[config.mk]
export PLATFORM = sky130hd
export DESIGN_NAME = qpsk_diff_serializer
export DESIGN_NICKNAME = d
export VERILOG_FILES = /design/src/rtl/dq_pkg.sv /design/src/rtl/dq_rot_decode.sv /design/src/rtl/dq_bit_shifter.sv /design/src/rtl/qpsk_diff_serializer.sv
export SDC_FILE = /design/constraint.sdc
export NUM_CORES = 1
export LEC_CHECK = 0
export CORE_UTILIZATION = 35
export CTS_CLUSTER_DIAMETER = 40
export CTS_CLUSTER_SIZE = 8
export DETAILED_ROUTE_END_ITERATION = 7
export PLACE_DENSITY = 0.58
export SETUP_SLACK_MARGIN = 0.3
export SLEW_MARGIN = 40
export SYNTH_ARGS = -nofsm -noshare
export SYNTH_HDL_FRONTEND = slang
export SYNTH_HIERARCHICAL = 1
export SYNTH_SLANG_ARGS = --single-unit
[constraint.sdc]
create_clock -name clk -period 2.7 [get_ports clk]
set_clock_uncertainty 0.1 [all_clocks]
set_input_delay 0.54 -clock clk [delete_from_list [all_inputs] [get_ports clk]]
set_output_delay 0.54 -clock clk [all_outputs]
set_load 0.01 [all_outputs]
[src/rtl/dq_pkg.sv]
// Package: shared types and the decoding functions for the differential
// QPSK decoder. Assumes sign bits are 1 for a negative value.
package dq_pkg;

    typedef logic [1:0] quad_t;   // quadrant index, counted in +90 degree steps
    typedef logic [1:0] pair_t;   // decoded bit pair, bit 1 is sent first

    // Gray-ordered map from the sign bits to a quadrant index
    function automatic quad_t quad_of(input logic s_i, input logic s_q);
        quad_t r;
        case ({s_i, s_q})
            2'b00:   r = 2'd0;
            2'b01:   r = 2'd1;
            2'b11:   r = 2'd2;
            default: r = 2'd3;
        endcase
        return r;
    endfunction

    // Map a rotation (in +90 degree steps, modulo 4) to a bit pair
    function automatic pair_t pair_of(input quad_t rot, input logic inv);
        pair_t r;
        case (rot)
            2'd0:    r = 2'b00;
            2'd1:    r = inv ? 2'b01 : 2'b10;
            2'd2:    r = 2'b11;
            default: r = inv ? 2'b10 : 2'b01;
        endcase
        return r;
    endfunction

endpackage

[src/rtl/dq_rot_decode.sv]
// Rotation decoder: holds the quadrant of the previous symbol and turns
// the rotation to the current decision into a bit pair. Assumes stb is a
// one-cycle pulse. The output is combinational and is valid in the strobe cycle.
module dq_rot_decode
    import dq_pkg::*;
(
    input  logic  clk,
    input  logic  rst_n,
    input  logic  stb,
    input  logic  s_i,
    input  logic  s_q,
    input  logic  inv,
    output pair_t pair_o,
    output logic  first_o
);

    quad_t prev_q;
    quad_t cur_quad;
    quad_t rot;
    logic  first_q;

    // Form the quadrant, the rotation and the pair for the present decision
    always_comb begin
        cur_quad = quad_of(s_i, s_q);
        rot      = cur_quad - prev_q;
        pair_o   = pair_of(rot, inv);
        first_o  = first_q;
    end

    // Keep the reference quadrant and the first-symbol flag
    always_ff @(posedge clk) begin
        if (!rst_n) begin
            prev_q  <= 2'd0;
            first_q <= 1'b1;
        end else if (stb) begin
            prev_q  <= cur_quad;
            first_q <= 1'b0;
        end
    end

endmodule

[src/rtl/dq_bit_shifter.sv]
// Bit shifter: sends a two-bit pair on one line with a bit clock that is
// derived from a phase counter. Assumes loads are at least 4*HALF_BIT_CYC
// cycles apart. All outputs are registered.
module dq_bit_shifter
    import dq_pkg::*;
#(
    parameter int HALF_BIT_CYC = 2
) (
    input  logic  clk,
    input  logic  rst_n,
    input  logic  load,
    input  pair_t pair_in,
    input  logic  pair_ok,
    output logic  ser_o,
    output logic  bclk_o,
    output logic  busy_o,
    output logic  ok_o
);

    localparam int SYM_CYC = 4 * HALF_BIT_CYC;
    localparam int CW      = $clog2(SYM_CYC + 1);
    localparam logic [CW-1:0] IDLE_V = CW'(SYM_CYC);
    localparam logic [CW-1:0] BIT_V  = CW'(2 * HALF_BIT_CYC);
    localparam logic [CW-1:0] HALF_V = CW'(HALF_BIT_CYC);

    logic [CW-1:0] cnt_q;
    logic [CW-1:0] cnt_nxt;
    pair_t         pair_q;
    pair_t         pair_nxt;
    logic          second_bit;
    logic          hi_half;

    // Next phase count, the pair to hold and the timing decode of the next count
    always_comb begin
        if (load)
            cnt_nxt = '0;
        else if (cnt_q == IDLE_V)
            cnt_nxt = IDLE_V;
        else
            cnt_nxt = cnt_q + 1'b1;
        pair_nxt   = load ? pair_in : pair_q;
        second_bit = (cnt_nxt >= BIT_V);
        hi_half    = (cnt_nxt == IDLE_V) || ((cnt_nxt % BIT_V) >= HALF_V);
    end

    // Advance the phase and register the line outputs
    always_ff @(posedge clk) begin
        if (!rst_n) begin
            cnt_q  <= IDLE_V;
            pair_q <= 2'b00;
            ser_o  <= 1'b0;
            bclk_o <= 1'b1;
            busy_o <= 1'b0;
            ok_o   <= 1'b0;
        end else begin
            cnt_q  <= cnt_nxt;
            pair_q <= pair_nxt;
            ser_o  <= second_bit ? pair_nxt[0] : pair_nxt[1];
            bclk_o <= hi_half;
            busy_o <= (cnt_nxt != IDLE_V);
            if (load)
                ok_o <= pair_ok;
        end
    end

endmodule

[src/rtl/qpsk_diff_serializer.sv]
// Top: a differential QPSK decoder followed by a two-bit serializer.
// Assumes sym_stb pulses are at least 4*HALF_BIT_CYC cycles apart.
// The valid output follows lock_in in the same cycle.
module qpsk_diff_serializer
    import dq_pkg::*;
#(
    parameter int HALF_BIT_CYC = 2
) (
    input  logic clk,
    input  logic rst_n,
    input  logic sym_stb,
    input  logic dec_i,
    input  logic dec_q,
    input  logic inv_mode,
    input  logic lock_in,
    output logic ser_data,
    output logic bit_clk,
    output logic ser_valid
);

    pair_t dec_pair;
    logic  dec_first;
    logic  sh_busy;
    logic  sh_ok;

    dq_rot_decode u_dec (
        .clk     (clk),
        .rst_n   (rst_n),
        .stb     (sym_stb),
        .s_i     (dec_i),
        .s_q     (dec_q),
        .inv     (inv_mode),
        .pair_o  (dec_pair),
        .first_o (dec_first)
    );

    dq_bit_shifter #(.HALF_BIT_CYC(HALF_BIT_CYC)) u_shift (
        .clk     (clk),
        .rst_n   (rst_n),
        .load    (sym_stb),
        .pair_in (dec_pair),
        .pair_ok (!dec_first),
        .ser_o   (ser_data),
        .bclk_o  (bit_clk),
        .busy_o  (sh_busy),
        .ok_o    (sh_ok)
    );

    // Qualify the outgoing bits with the shifter state and the lock input
    always_comb begin
        ser_valid = sh_ok && sh_busy && lock_in;
    end

endmodule

Yosys cells after proc, flatten, opt, wreduce, memory -nomap -nowiden
Cells that the tools add are included.
Storage, ports and cells
  word-level logic and storage cells: 33
  output and inout bits: 3
  register bits: 13
  input port bits: 7
Operators by class
  muxes and demuxes: 8
  equality and inequality tests: 7
  add/subtract/negate cells: 2
  magnitude comparators: 2
  reductions and logical operators: 6
Operators by type and width (count)
  $pmux W2 S3: 2
  $eq A4 B4 Y1 const B: 2
  $mux W4: 2
  $mux W2: 3
  $add A4 B1 Y4 const B: 1
  $eq A2 B1 Y1 const B: 2
  $eq A2 B2 Y1 const B: 2
  $ge A4 B3 Y1 const B: 1
  $logic_not A2 Y1: 2
  $ne A4 B4 Y1 const B: 1
  $ge A2 B2 Y1 const B: 1
  $logic_and A1 B1 Y1: 2
  $sub A2 B2 Y2: 1
  $logic_not A1 Y1: 1
  $logic_or A1 B1 Y1: 1
  $mux W1: 1

Depth between registers and ports, before layout
Gate-level depths: netlist (run 1).
  word-level depth: 7
  gate-level depth with buffers: 8
  depth with buffers taken out: 8

Cells and area by module
Netlist (run 1), hierarchy kept.
Modules (own cells, without submodules)
  dq_bit_shifter: times used 1, area each 436.7 um^2, seq. area each 200.2 um^2, cells an instance 41
  dq_rot_decode: times used 1, area each 210.2 um^2, seq. area each 60.1 um^2, cells an instance 19
  qpsk_diff_serializer: times used 1, area each 10.0 um^2, seq. area each 0.0 um^2, cells an instance 2

Worst setup path after synthesis (run 1)
OpenSTA, ideal clock, no wires.
  path type: input to register
  start: input port dec_q
  end: register u_shift.ser_o
  library setup time: 121 ps
  data required time: 2479 ps
  stages on the path: 8
  path buffers: 0
  path slack: 441 ps
  data arrival time: 2038 ps
  cells stage by stage: inv_1 > ha_1 > ha_1 > xnor2_2 > xnor3_1 > mux2i_1 > nor2b_1 > mux2_4
Between the ends
  cells in the longest elaborated chain, start to end: 7
  elaborated cells between the ends (all ways): 11
  those cells by class: add/sub (1); eq/ne (4); mux (4); reduce/logical (2)
RTL lines
  start, declared: RTL line qpsk_diff_serializer.sv:13  | input logic dec_q,
  $eq A2 B2 Y1 (tied with other cells): RTL line dq_pkg.sv:11  | case ({s_i, s_q})
  $pmux W2 S3 (*): RTL line dq_pkg.sv:11
  $sub A2 B2 Y2 (*): RTL line dq_rot_decode.sv:25  | rot = cur_quad - prev_q;
  $eq A2 B2 Y1 (tied with other cells): RTL line dq_pkg.sv:23  | case (rot)
  $pmux W2 S3 (*): RTL line dq_pkg.sv:23
  named net dec_pair[0]: RTL line qpsk_diff_serializer.sv:21  | pair_t dec_pair;
  $mux W2 (*): RTL line dq_bit_shifter.sv:41  | pair_nxt = load ? pair_in : pair_q;
  $mux W1 (*): RTL line dq_bit_shifter.sv:58  | ser_o <= second_bit ? pair_nxt[0] : pair_nxt[1];
  end signal, assigned: RTL line dq_bit_shifter.sv:58
  end, declared: RTL line dq_bit_shifter.sv:14  | output logic ser_o,
The timed path passes the listed nets; every way through them passes the cells marked *.
A chain may end at the register's enable or synchronous reset.

Worst setup path in the final report (run 1)
  start: input port lock_in
  end: output port ser_valid
Between the ends
  cells in the longest elaborated chain, start to end: 1
RTL lines
  start, declared: RTL line qpsk_diff_serializer.sv:15  | input logic lock_in,
  $logic_and A1 B1 Y1: RTL line qpsk_diff_serializer.sv:51  | ser_valid = sh_ok && sh_busy && lock_in;
  end, declared: RTL line qpsk_diff_serializer.sv:18  | output logic ser_valid
Every way passes these cells.

==> run metrics, run 1 <==
Clk Latency, worst-skew pair around 270 ps; Worst VDD drop 0.0002959 V; Avg Cell Area, Syn 10.59 um2; Synthesized Nets 74; non-filler cells, final 101; GRT overflow 0; Comb pwr share 0.217; CTS clk-pin slew, worst paths 70 ps; final setup vio count 0; initial antenna violation count 0; Slew @ Worst Pin roughly 330 ps; vias 439; Nets 89; post-synthesis cell area between 600 and 700 um2; DR pass1 iterations 4; slew margin rel. 0.7776; share of layout cells above drive strength 1 0.1842; CP Max Fanout 1; Die ar. between 2000 and 2500 um2; cts hold-fix bufs 0; WL final between 1000 and 1500 um; Crit. End Element output port; Pwr Total 0.4245 mW; startpoint types input port; Rows 15; # DRC 0; Max Cap Viol 0; Synth cell types 28; Int Pwr 0.3219 mW; Die Wd about 45 um; die height approximately 45 um; Fmax ~440 MHz; IO Port Bufs 9; Hold Crit Class register to register; fin crit share 0.8480; Yosys Warn Count 6; TritonCTS clock tree yes; register area share after synthesis 0.3962; GPL Wtd Cong 0.6958; Fin Setup TNS 0 ps; power per cell area approximately 500 nW/um2; most frequent cells in the layout dfxtp_1 (13), clkdlybuf4s50_1 (7), inv_1 (6); vias in the first global route 453; CP arrival 1650 ps; total core area 1745 um2; Slew Limit Fails 0; P_sw between 0.1 and 0.15 mW; average wire per cell in the routed design 10.24 um; TritonCTS buffer count 3; H-tree depth 1; clk buf depth 2; Via-to-Cell Ratio 4.347; Worst Path Required 2060 ps; Sw Ratio 0.2416; leading cell type in the layout, fill and taps excluded dfxtp_1; Area Overhead vs Synth 25.52%; Clk network pwr share 0.276; Final Hold Viols 0; Synth Instances 62; Synth Register Bits 13; sequential power share 0.506; hold_sp u_dec/first_o; Iteration-0 DRC Markers 4; outcome completed; first-pass GRT wire length 1828 um; min cycle time layout 2290 ps; antenna-violating nets left 0; pin count of the biggest net entering global routing 12; RSZ-0062 raised after global routing no; root buffer cell clkbuf_4; placed instance count 97; antenna fix cells 0; Ports 10; Critical Path Start lock_in; Critical Setup Path Class input port to output port; fillcell total 170; CTS Sinks 13; Post-CTS Repair Setup Buffers 0; Tot GR Track Use 0.1292; worst reg2reg path startpoint u_dec/prev_q[0]; initial core utilization 0.3763; static leakage 0.3765 nW
## synth_stat cells, drive strengths merged
cell,count,area (um2)
and3,1,6.260
dfxtp,13,260.3
ha,5,62.56
nor2,3,11.26
a21oi,2,10.01
xnor3,1,22.52
inv,7,26.28
xnor2,2,25.03
a211oi,1,7.510
nor3b,1,7.510
mux2,1,15.01
nand3,2,15.01
xor3,1,23.77
o211a,1,10.01
nand2,3,11.26
and3b,1,10.01
buf,1,7.510
nor4b,1,8.760
mux2i,5,53.80
nand2b,1,6.260
nor2b,4,25.02
o21ai,4,23.77
a21o,1,7.510
## path summary, 6_finish.rpt
kind         cells after the start  slack (ps)       endpoint
max                              3         410      ser_valid
max reg2reg                      6         930  u_shift/ser_o
min reg2reg                      2         360  u_dec/first_o
min                              2         360  u_dec/first_o
## layout make-up
cell class,instances,area (um2),area share
multi-input cells,41,377.9,0.4583
repair buffers,11,102.6,0.1244
well taps,25,31.28,0.03794
clock buffers,4,26.28,0.03187
flip-flops and latches,13,260.3,0.3156
inverters,7,26.28,0.03187
## sequential cells by signal, summed over array words and instances, names as in the netlist
register and flops:
u_shift/busy_o 1, u_dec/prev_q 2, u_dec/first_o 1, u_shift/ser_o 1, u_shift/bclk_o 1, u_shift/ok_o 1
u_shift/cnt_q 4, u_shift/pair_q 2
## routing by layer
| metal | GRT usage | vias up | routed length [um] |
|---|---|---|---|
| met5 | 0 | - | 0 |
| met4 | 0.09091 | 0 | 24 |
| met3 | 0.04800 | 2 | 74 |
| met2 | 0.2029 | 9 | 462 |
| met1 | 0.1432 | 193 | 473 |
| li1 | - | 235 | - |
## stage by stage
stage               hold WS, ps  setup slack (ps)  utilization  area (um2)
CTS                       359.3             397.0       0.4724       824.5
detailed placement        345.4            -146.4       0.4502       785.8
finish                    356.5             410.3       0.4724       824.5
floorplan                 330.2             440.8            -       656.9
global placement          342.4            -144.4       0.4502       785.8
global route              383.2             370.7       0.4724       824.5
## worst max-delay path, cell delays in order
cell             delay [ps]
clkdlybuf4s50_1         440
and3_1                  130
clkdlybuf4s50_1         530
## timing repair
action	in CTS	in global routing
setup endpoints to repair	1	0
resized for setup	5	0
endpoints found under the hold margin	0	0
## power by group through the flow
stage                     Clock (mW)  Sequential, mW  Combinational [mW]
after floorplan                    0           0.220              0.0616
after global placement             0           0.219              0.0922
after detailed placement           0           0.220              0.0920
after CTS                      0.123           0.215              0.0932
after global routing           0.129           0.217               0.103
final                          0.117           0.215              0.0922
## logic make-up after synthesis
group                      Yosys count  synth area share
AOI/OAI and AO/OA                    9           0.08953
and+or+nand+nor                     17            0.1543
buffers and inverters                8           0.05144
muxes                                6            0.1048
DFF                                 13            0.3962
xor gates and xnor gates             4            0.1086
adders and majority gates            5           0.09524
No activity file was read; power rests on OpenSTA's default activity.
==> run 2: changes to the inputs <==
Clock period 2.7 ns to 2.4 ns, I/O delays scaled along.
==> run 2 against run 1 <==
Global-route usage fell by 1.8 points. Critical endpoint is now u_shift/ser_o. Combinational power rose by 21%. Sequential power rose by 13%. Routed wire length fell by 5.7%. Cell count rose by 0.99%. Die area did not move. Count of clock-buffer cells in the layout did not move. Via count rose by 3.9%.
==> run metrics, run 2 (synthesis gave the netlist of run 1 again) <==
Via-to-Cell Ratio 4.471; initial antenna violation count 0; PnR worst setup slack 441.0 ps; biggest regs u_shift/cnt_q (4), u_dec/prev_q (2), u_shift/pair_q (2); met1 global-route usage 0.1407; most frequent cells in the layout dfxtp_1 (13), inv_1 (6), clkdlybuf4s50_1 (6); Critical Setup Path Class input port to register; pin count of the biggest net entering global routing 12; cts hold-fix bufs 0; share of layout cells above drive strength 1 0.2338; DR pass1 iterations 3; dpl ws -286.5 ps; Fmax between 500 and 600 MHz; Die ar. around 2000 um2; reg2reg setup slack roughly 670 ps; antenna fix cells 0; H-tree depth 1; Hold Crit Class register to register; fin crit share 0.8163; GPL Wtd Cong between 0.6 and 0.7; Max Cap Viol 0; Crit. End Element register; Nets 90; Post-CTS Repair Setup Buffers 0; TritonCTS clock tree yes; Worst Path Required approximately 2500 ps; CTS Sinks 13; first-pass GRT wire length between 1500 and 2000 um; leading cell type in the layout, fill and taps excluded dfxtp_1; total core area 1745 um2; vias in the first global route 376; final setup vio count 0; RSZ-0062 raised after global routing no; CP Max Fanout 2; CTS clk-pin slew, worst paths 80 ps; Tot GR Track Use 0.1117; worst r2r path cells 6; antenna-violating nets left 0; Util after Layout 0.4789; cell area after placement 818.3 um2; Die Wd 45.32 um; startpoint types input port; GR met2 Demand/Resource 0.1710; min cycle time layout about 2000 ps; static leakage approximately 0.38 nW; Slew @ Worst Pin approximately 330 ps; Worst VDD drop 0.0002853 V; HPWL after DPL approximately 750 um; average wire per cell in the routed design 9.559 um; vias 456; Clk Latency, worst-skew pair 270 ps; WL final 975 um; initial core utilization 0.3763; GRT overflow 0; # DRC 0; register bank with the most flops u_shift/cnt_q; Iteration-0 DRC Markers 2; Slew Limit Fails 0; max FFs per register 4; met3 usage 0.02400; Worst Hold Depth 2; IO Port Bufs 9; TritonCTS buffer count 3; Final Hold Viols 0; die height 45.32 um; slew margin rel. 0.7815; Ports 10; Area Overhead vs Synth 27.24%; power per cell area around 580 nW/um2; clk buf depth 2; root buffer cell clkbuf_4; fin area 835.8 um2; CP arrival ~2000 ps; Top Usage Layer GRT met2; Rows 15; outcome completed; Fin Setup TNS 0 ps
-- run 2: cell count changes in the layout (fill, tap and decap cells not counted) --
cell,previous run,this run
buf_4,2,3
ha_4,1,2
nor2_1,3,2
ha_2,1,0
dlygate4sd2_1,2,1
clkbuf_2,0,2
nor2_2,0,1
clkdlybuf4s50_1,7,6
-- run 2: per-layer routing --
| layer | routed length [um] | vias up | part of all wire |
|---|---|---|---|
| met4 | 14 | 0 | 0.014 |
| met3 | 27 | 2 | 0.028 |
| li1 | - | 242 | - |
| met5 | 0 | - | 0 |
| met2 | 430 | 8 | 0.44 |
| met1 | 502 | 204 | 0.51 |
-- run 2: timing repair --
action | in CTS | in global routing
endpoints found under the hold margin | 0 | 0
pin swaps | 1 | 1
gates resized for setup | 4 | 4
setup endpoints to repair | 4 | 1
-- run 2: final timing paths --
check,startpoint,endpoint
setup / recovery,dec_i,u_shift/ser_o
hold / removal,u_dec/first_o,u_dec/first_o
setup reg to reg,u_dec/prev_q[0],u_shift/ser_o
hold reg to reg,u_dec/first_o,u_dec/first_o
-- run 2: per-stage QoR --
stage               power (mW)  hold WS (ps)  instances
finish                  0.4875         354.7        102
global route            0.5196         421.8        102
CTS                     0.4999         361.8        102
detailed placement      0.3609         346.8         98
global placement        0.3595         343.3         98
floorplan               0.3214         330.2         62
-- run 2: area by class of cell --
cell class                 count  area, um2
fill                         175      909.6
sequential                    13      260.3
clock buffer                   4      26.28
inverter                       7      26.28
tap                           25      31.28
multi-input combinational     41      390.4
timing repair buffer          12      101.3
-- run 2: power breakdown --
part           total, mW  switching [mW]  internal [mW]
clock              0.134          0.0691         0.0644
sequential         0.242         0.00805          0.234
combinational      0.112          0.0426         0.0695
-- run 2: worst max-delay path, stage by stage --
cell	delay, ps
clkbuf_2	110
ha_4	250
ha_4	260
nand2b_1	90
xnor3_1	370
mux2i_1	130
nor2b_1	70
mux2_4	250
